<file path="config.mk">
export PLATFORM = sky130hd
export DESIGN_NAME = irq_vector_arbiter
export DESIGN_NICKNAME = d
export VERILOG_FILES = /design/src/rtl/irqv_pkg.sv /design/src/rtl/irqv_pending.sv /design/src/rtl/irqv_prio.sv /design/src/rtl/irqv_vecgen.sv /design/src/rtl/irq_vector_arbiter.sv
export SDC_FILE = /design/constraint.sdc
export NUM_CORES = 1
export LEC_CHECK = 0
export CAP_MARGIN = 10
export CORE_MARGIN = 3
export CORE_UTILIZATION = 50
export CTS_CLUSTER_SIZE = 12
export DETAILED_ROUTE_END_ITERATION = 6
export DONT_BUFFER_PORTS = 1
export GPL_TIMING_DRIVEN = 0
export PLACE_DENSITY = 0.65
export SLEW_MARGIN = 0
export SYNTH_ARGS = -nofsm -noshare
export SYNTH_HDL_FRONTEND = slang
export SYNTH_SLANG_ARGS = --single-unit
</file>
<file path="constraint.sdc">
create_clock -name clk -period 4.6 [get_ports clk]
set_input_delay 0.46 -clock clk [delete_from_list [all_inputs] [get_ports clk]]
set_output_delay 0.46 -clock clk [all_outputs]
set_load 0.01 [all_outputs]
</file>
<file path="src/rtl/irqv_pkg.sv">
package irqv_pkg;

   typedef enum logic [0:0] {
      PRIO_SCAN    = 1'b0,
      PRIO_ISOLATE = 1'b1
   } prio_impl_e;

   function automatic int slot_addr(input int base, input int stride, input int slot);
      return base + slot * stride;
   endfunction

endpackage

</file>
<file path="src/rtl/irqv_pending.sv">
module irqv_pending #(
   parameter int N = 17
) (
   input  logic         clk,
   input  logic         rst_n,
   input  logic [N-1:0] lines,
   input  logic [N-1:0] clr,
   output logic [N-1:0] pend
);

   logic [N-1:0] lines_q;
   logic [N-1:0] rise;

   always_ff @(posedge clk or negedge rst_n) begin
      if (!rst_n) lines_q <= '0;
      else        lines_q <= lines;
   end

   assign rise = lines & ~lines_q;

   for (genvar i = 0; i < N; i++) begin : g_flag
      always_ff @(posedge clk or negedge rst_n) begin
         if (!rst_n)       pend[i] <= 1'b0;
         else if (rise[i]) pend[i] <= 1'b1;
         else if (clr[i])  pend[i] <= 1'b0;
      end
   end

endmodule

</file>
<file path="src/rtl/irqv_prio.sv">
module irqv_prio
   import irqv_pkg::*;
#(
   parameter int         N    = 17,
   parameter int         IW   = 5,
   parameter prio_impl_e IMPL = PRIO_SCAN
) (
   input  logic [N-1:0]  req,
   output logic          valid,
   output logic [IW-1:0] idx
);

   if (2 ** IW < N) begin : g_bad_iw
      $error("irqv_prio: IW too narrow for N");
   end

   assign valid = |req;

   if (IMPL == PRIO_SCAN) begin : g_scan
      always_comb begin
         idx = '0;
         for (int i = N - 1; i >= 0; i--) begin
            if (req[i]) idx = IW'(i);
         end
      end
   end else begin : g_isolate
      logic [N-1:0] lowest;
      assign lowest = req & (~req + N'(1));
      always_comb begin
         idx = '0;
         for (int i = 0; i < N; i++) begin
            if (lowest[i]) idx = idx | IW'(i);
         end
      end
   end

endmodule

</file>
<file path="src/rtl/irqv_vecgen.sv">
module irqv_vecgen
   import irqv_pkg::*;
#(
   parameter int IW     = 5,
   parameter int AW     = 13,
   parameter int BASE   = 0,
   parameter int STRIDE = 2
) (
   input  logic [IW-1:0] slot,
   output logic [AW-1:0] addr
);

   if ((STRIDE & (STRIDE - 1)) == 0) begin : g_shift
      localparam int SH = $clog2(STRIDE);
      assign addr = AW'(BASE) + (AW'(slot) << SH);
   end else begin : g_mult
      assign addr = AW'(slot_addr(BASE, STRIDE, int'(slot)));
   end

endmodule

</file>
<file path="src/rtl/irq_vector_arbiter.sv">
module irq_vector_arbiter
   import irqv_pkg::*;
#(
   parameter int         NUM_SRC    = 17,
   parameter int         ADDR_W     = 13,
   parameter int         VEC_BASE   = 0,
   parameter int         VEC_STRIDE = 2,
   parameter prio_impl_e PRIO_IMPL  = PRIO_SCAN
) (
   input  logic               clk,
   input  logic               rst_n,
   input  logic               rst_req,
   input  logic [NUM_SRC-1:0] irq_lines,
   input  logic               en_wr,
   input  logic [NUM_SRC-1:0] en_wdata,
   output logic [NUM_SRC-1:0] en,
   input  logic               gie_wr,
   input  logic               gie_wdata,
   output logic               gie,
   input  logic               reti,
   input  logic               irq_ack,
   output logic               irq_req,
   output logic [ADDR_W-1:0]  irq_vec
);

   localparam int IDX_W    = $clog2(NUM_SRC + 1);
   localparam int LAST_VEC = VEC_BASE + NUM_SRC * VEC_STRIDE;

   if (NUM_SRC < 1) begin : g_bad_n
      $error("irq_vector_arbiter: NUM_SRC must be at least 1");
   end
   if (VEC_STRIDE < 1) begin : g_bad_stride
      $error("irq_vector_arbiter: VEC_STRIDE must be at least 1");
   end
   if (LAST_VEC >= 2 ** ADDR_W) begin : g_bad_aw
      $error("irq_vector_arbiter: ADDR_W cannot hold the last vector");
   end

   logic [NUM_SRC-1:0] pend;
   logic [NUM_SRC-1:0] taken_q;
   logic [NUM_SRC-1:0] ack_clr;
   logic [NUM_SRC-1:0] live;
   logic               win_valid;
   logic [IDX_W-1:0]   win_idx;
   logic               take;
   logic [IDX_W-1:0]   slot_q;
   logic               req_q;
   logic               gie_q;
   logic [NUM_SRC-1:0] en_q;

   assign ack_clr = irq_ack ? taken_q : '0;

   irqv_pending #(.N(NUM_SRC)) u_pending (
      .clk   (clk),
      .rst_n (rst_n),
      .lines (irq_lines),
      .clr   (ack_clr),
      .pend  (pend)
   );

   assign live = pend & en_q;

   irqv_prio #(.N(NUM_SRC), .IW(IDX_W), .IMPL(PRIO_IMPL)) u_prio (
      .req   (live),
      .valid (win_valid),
      .idx   (win_idx)
   );

   assign take = gie_q & win_valid;

   always_ff @(posedge clk or negedge rst_n) begin
      if (!rst_n) begin
         req_q   <= 1'b0;
         slot_q  <= '0;
         gie_q   <= 1'b0;
         en_q    <= '0;
         taken_q <= '0;
      end else begin
         req_q <= 1'b0;
         if (rst_req) begin
            req_q  <= 1'b1;
            slot_q <= '0;
            gie_q  <= 1'b0;
            en_q   <= '0;
         end else begin
            if (en_wr) en_q <= en_wdata;
            if (take) begin
               req_q   <= 1'b1;
               slot_q  <= win_idx + IDX_W'(1);
               taken_q <= NUM_SRC'(1) << win_idx;
               gie_q   <= 1'b0;
            end else if (gie_wr) begin
               gie_q <= gie_wdata;
            end else if (reti) begin
               gie_q <= 1'b1;
            end
         end
      end
   end

   irqv_vecgen #(.IW(IDX_W), .AW(ADDR_W), .BASE(VEC_BASE), .STRIDE(VEC_STRIDE)) u_vecgen (
      .slot (slot_q),
      .addr (irq_vec)
   );

   assign irq_req = req_q;
   assign gie     = gie_q;
   assign en      = en_q;

endmodule


</file>
Yosys cells after proc, flatten, opt, wreduce, memory -nomap -nowiden --
Index checks and enable logic that the tools add are counted.
Storage, ports and cells: bits in registers 75, logic and storage cells 114
Operators by class: $add $sub $neg 1, shift-type cells 1, multiplexer cells 62, bitwise logic cells 5, reductions and logical operators 22
Operators by type and width (count):
- two-way mux 5 bit | 19
- two-way mux 17 bit | 3
- two-way mux 1 bit | 40
- nonzero test 2 bit | 19
- bitwise AND 17 bit | 2
- inverter 17 bit | 1
- OR reduction 17 bit | 1
- left shift 1 x 5 -> 17 bit, first input constant | 1
- adder 5 x 1 -> 5 bit, second input constant | 1
- nonzero test 4 bit | 1
- AND reduction 2 bit | 1
- bitwise AND 1 bit | 1
- inverter 1 bit | 1

Logic depth before layout (Yosys ltp) --
depth after elaboration 21, gate-level depth with buffers 11, depth with buffers taken out 11

By module --
Synthesis repeated with hierarchy kept, for this count alone.
Unflattened totals: cell total of the unflattened synthesis 328, area total of the unflattened synthesis 3544.6 um^2
By module, submodules not included:
- irq_vector_arbiter | instances 1, cells each 195, area an instance 2073.2 um^2, sequential area each 1026.0 um^2
- irqv_pending | instances 1, cells each 85, area an instance 1184.9 um^2, sequential area each 850.8 um^2
- irqv_prio | instances 1, cells each 34, area an instance 185.2 um^2, sequential area each 0.0 um^2
- irqv_vecgen | instances 1, cells each 14, area an instance 101.3 um^2, sequential area each 0.0 um^2

Least setup slack after synthesis --
No wires, ideal clock.
kind reg-to-reg, start point register en_q[11] (netlist: en[11]), end point register slot_q[2], setup time 136 ps, data arrival time 1947 ps, setup slack 2517 ps, stages on the path, launching flop included 10, buffers on the path 0, period minus slack after synthesis 2083 ps, cells stage by stage dfrtp_1 > a22o_2 > a31oi_1 > o21ai_1 > a32oi_1 > inv_1 > ha_1 > ha_1 > nand2_1 > a21oi_1
On the way: longest elaborated chain between the ends 16
RTL lines:
- start: declaration | RTL line irq_vector_arbiter.sv:49 | logic [NUM_SRC-1:0] en_q;
- start signal: assignment | RTL line irq_vector_arbiter.sv:86 | if (en_wr) en_q <= en_wdata;
- bitwise AND 17 bit * | RTL line irq_vector_arbiter.sv:61 | assign live = pend & en_q;
- two-way mux 5 bit (12 in series) | RTL line irqv_prio.sv:23 | if (req[i]) idx = IW'(i);
- adder 5 x 1 -> 5 bit | RTL line irq_vector_arbiter.sv:89 | slot_q <= win_idx + IDX_W'(1);
- two-way mux 5 bit | RTL line irq_vector_arbiter.sv:87 | if (take) begin
- two-way mux 5 bit | RTL line irq_vector_arbiter.sv:80 | if (rst_req) begin
- end signal: assignment | RTL line irq_vector_arbiter.sv:89
- end: declaration | RTL line irq_vector_arbiter.sv:46 | logic [IDX_W-1:0] slot_q;
Mark *: on every way between the ends. The rest lies on a longest branch, timed or not. The select of a mux whose other input is x is not followed. A chain may end at the register's enable or synchronous reset.

Worst setup path after layout --
Ends and elaborated chain as after synthesis.

==> impl_results.md <==
- Area Overhead vs Synth: 9.211%
- Post-synthesis cell count: 321
- WHS: -0.003474 ns
- WP data required: 4.79 ns
- Outcome: finished with violations
- Routed WL: 6740 um
- Share of layout cells above drive strength 1: 7.310%
- CP Cell Sequence: a22o_2 -> a31oi_1 -> o21ai_1 -> a32oi_1 -> inv_1 -> ha_1 -> ha_1 -> nand2_1 -> a21oi_1
- Worst path buffer plus inverter count: 1
- Crit start category: flip-flop
- Dpl cell area: 3339 um2
- Worst slew pin tran: 0.7960 ns
- Remaining DRCs: 0
- Sequential area share after synthesis: 58.30%
- Crit. End Element: flip-flop
- FILL cells: 541
- Critical path class: reg2reg
- Vias in the first global route: 2,259
- Clk slew on worst S/H paths: 0.07 ns
- Final GP Congestion: 0.9081
- Rows: 28
- CTS root buf: clkbuf_8
- Mean Syn Cell Area: 10.03 um2
- Diodes inserted: 0
- Async SR Flop Fraction: 100.0%
- HP Class: in2async
- Max Transition Viols Final: 0
- CTS tree: built
- CTS Buf Count: 9
- # IOs: 74
- Wire length per cell: 16.16 um
- First-pass GRT wire length: 11,170 um
- CTS Sinks: 75
- Post-route antenna net violation count: 0
- Count of cell types in the netlist: 37
- Slew margin rel.: 46.93%
- Violated checks: hold timing
- H-tree depth: 3
- Yosys reg bits: 75
- Setup Skew: 0.004433 ns
- CP Launch Point: en[11]$_DFFE_PN0P_
- Chip Width: 86.24 um
- Clock Latency Late Sink: 0.33 ns
- Crit path DAT: 2.75 ns
- Port bufs: 0
- Pre-Repair DR Iteration Count: 6
- Vias/cell: 5.453
- Synthesized area: 3219 um2
- Number of flops mapped to enable cells by yosys: 0
- P_leak: 1.721 nW
- Yosys top cell area share: 58.30%
- Final setup TNS: 0 ns
- Chip height: 86.24 um
- RSZ-0062 raised after global routing: no
- Worst reg2reg path startpoint: en[11]$_DFFE_PN0P_
- Initial drt markers: 140
- Total GRT Usage: 19.63%
- Synth Flop Type: dfrtp_1
- Final Setup Violations: 0
- Final Critical Period: 2.558 ns
- Design Area, Final: 3516 um2
- Synth warnings: 0
- Initial core utilization: 53.12%
- Fmax: 0.3910 GHz
- CTS max path bufs: 2
- Utilization after layout: 58.01%
- Top cells by area, synth: dfrtp_1 58%, nand2_1 8.9%, mux2i_1 5.3%
- Initial antenna violation count: 0
- Post-DP HPWL: 4970 um
- Top cell by count, worst path: ha_1
- Crit share post-route: 55.60%
- Delay-heaviest family, CP: compound AO/OA/AOI/OAI gates
- DR vias: 2,274
- Cell with the largest stage delay on the worst path: a32oi_1
- Pwr/cell area: 411.7 nW/um2
- Max Cap Viol: 0
- Core area: 6061 um2
- Slowest stage delay, CP: 0.52 ns
- Layout Nets: 388
- Post-CTS sizing: 0
- Largest net degree at the start of global routing: 76
- Endpoints failing hold: 3
- Die ar.: 7437 um2
- Grt ovf: 0
- Maximum VDD drop: 0.2581 mV
- Area leader, netlist: dfrtp_1
- Critical Path Fanout Max: 6
-- flip-flops by register name, indices dropped and copies added (netlist names) --
register / count
gie: 1
irq_req: 1
u_pending.lines_q: 17
en: 17
u_pending.pend: 17
slot_q: 5
taken_q: 17
-- area by class of cell --
class / count / area, um2 / area share, %
sequential: 75 / 1877 / 53.38
multi-input combinational: 214 / 1187 / 33.77
clock buffer: 13 / 148.9 / 4.235
buffer: 16 / 95.09 / 2.705
tap: 75 / 93.84 / 2.669
inverter: 23 / 86.33 / 2.456
timing repair buffer: 1 / 27.53 / 0.7829
-- layout by cell type, fill, tap and decap left out, drive strengths merged, types with 2 or more instances in the layout --
cell type	netlist	layout
nor2b	2	2
clkbuf	6	19
ha	6	6
o31ai	7	7
nand3	3	3
nor2	27	27
or3	2	2
a22oi	7	7
a32oi	2	2
conb	1	8
a32o	2	2
inv	23	23
a21oi	5	5
nand2	76	76
dfrtp	75	75
and2	3	3
mux2i	17	17
a22o	2	2
a222oi	2	2
o21ai	30	30
buf	10	11
-- worst reg2reg max path: stages (launching register included) --
cell and delay, ns:
dfrtp_1 0.46, a22o_2 0.27, a31oi_1 0.20, o21ai_1 0.14
a32oi_1 0.52, inv_1 0.15, ha_1 0.28, ha_1 0.28
nand2_1 0.06, a21oi_1 0.06
-- worst paths after layout --
kind                                                   endpoint  slack (ns)  cells after the start
worst max-delay path                      slot_q[2]$_DFFE_PN0P_        2.04                      9
worst min-delay path                         en[11]$_DFFE_PN0P_      -0.003                      1
worst max register to register            slot_q[2]$_DFFE_PN0P_        2.04                      9
worst min register to register    u_pending.pend[0]$_DFFE_PN0P_        0.42                      1
max in group asynchronous       u_pending.lines_q[10]$_DFF_PN0_        4.28                      1
min in group clk                 u_pending.lines_q[8]$_DFF_PN0_        0.15                      0
-- Yosys cell counts, types with 2 or more instances --
master    count
a21oi_1       5
a222oi_1      2
a22oi_1       7
a32o_1        2
a32oi_1       2
and2_1        3
buf_4         9
clkbuf_1      6
dfrtp_1      75
ha_1          6
inv_1        23
mux2i_1      17
nand2_1      76
nand3_1       3
nor2_1       27
nor2b_1       2
o21ai_0      29
o31ai_1       7
or3_1         2
-- repair_timing --
item                                   in CTS  in global routing
hold buffers                                1                  0
endpoints found under the hold margin      75                  0
setup buffers                               0                  0
-- cells by family after synthesis --
kind of cell | count (synthesis) | synth area share (%)
other | 1 | 0.1165
AO/OA/AOI/OAI | 64 | 12.90
adder cells (fa/ha/maj) | 6 | 2.332
buffers and inverters | 39 | 5.635
flip-flops | 75 | 58.30
multiplexers | 17 | 5.286
AND/OR/NAND/NOR | 119 | 15.43
-- layer usage --
metal  up-vias  part of all wire [%]  GRT usage (%)  routed length, um
met3         8                   9.0          8.460                607
met1      1089                    44          26.38               2991
met5         -                     0              0                  0
met2        77                    45          29.36               3064
li1       1100                     -              -                  -
met4         0                   1.1          5.382                 77
-- where the power goes --
group / leakage, nW / total, mW / switching (mW) / internal, mW
sequential: 0.906 / 0.798 / 0.0647 / 0.733
combinational: 0.740 / 0.243 / 0.151 / 0.0914
clock: 0.0754 / 0.407 / 0.204 / 0.202
total: 1.72 / 1.45 / 0.420 / 1.03
-- through the flow --
step | hold slack [ns] | cells | total power [mW] | setup slack, ns
after floorplan | 0.1644 | 328 | 0.9703 | 2.517
after global placement | 0.1663 | 403 | 1.030 | 2.014
after detailed placement | 0.1664 | 403 | 1.037 | 2.034
after CTS | 0.01759 | 417 | 1.466 | 2.010
after global routing | 0.01982 | 417 | 1.540 | 1.821
final | -0.003474 | 417 | 1.447 | 2.042
Note: power is estimated with default switching activity, not from simulation.
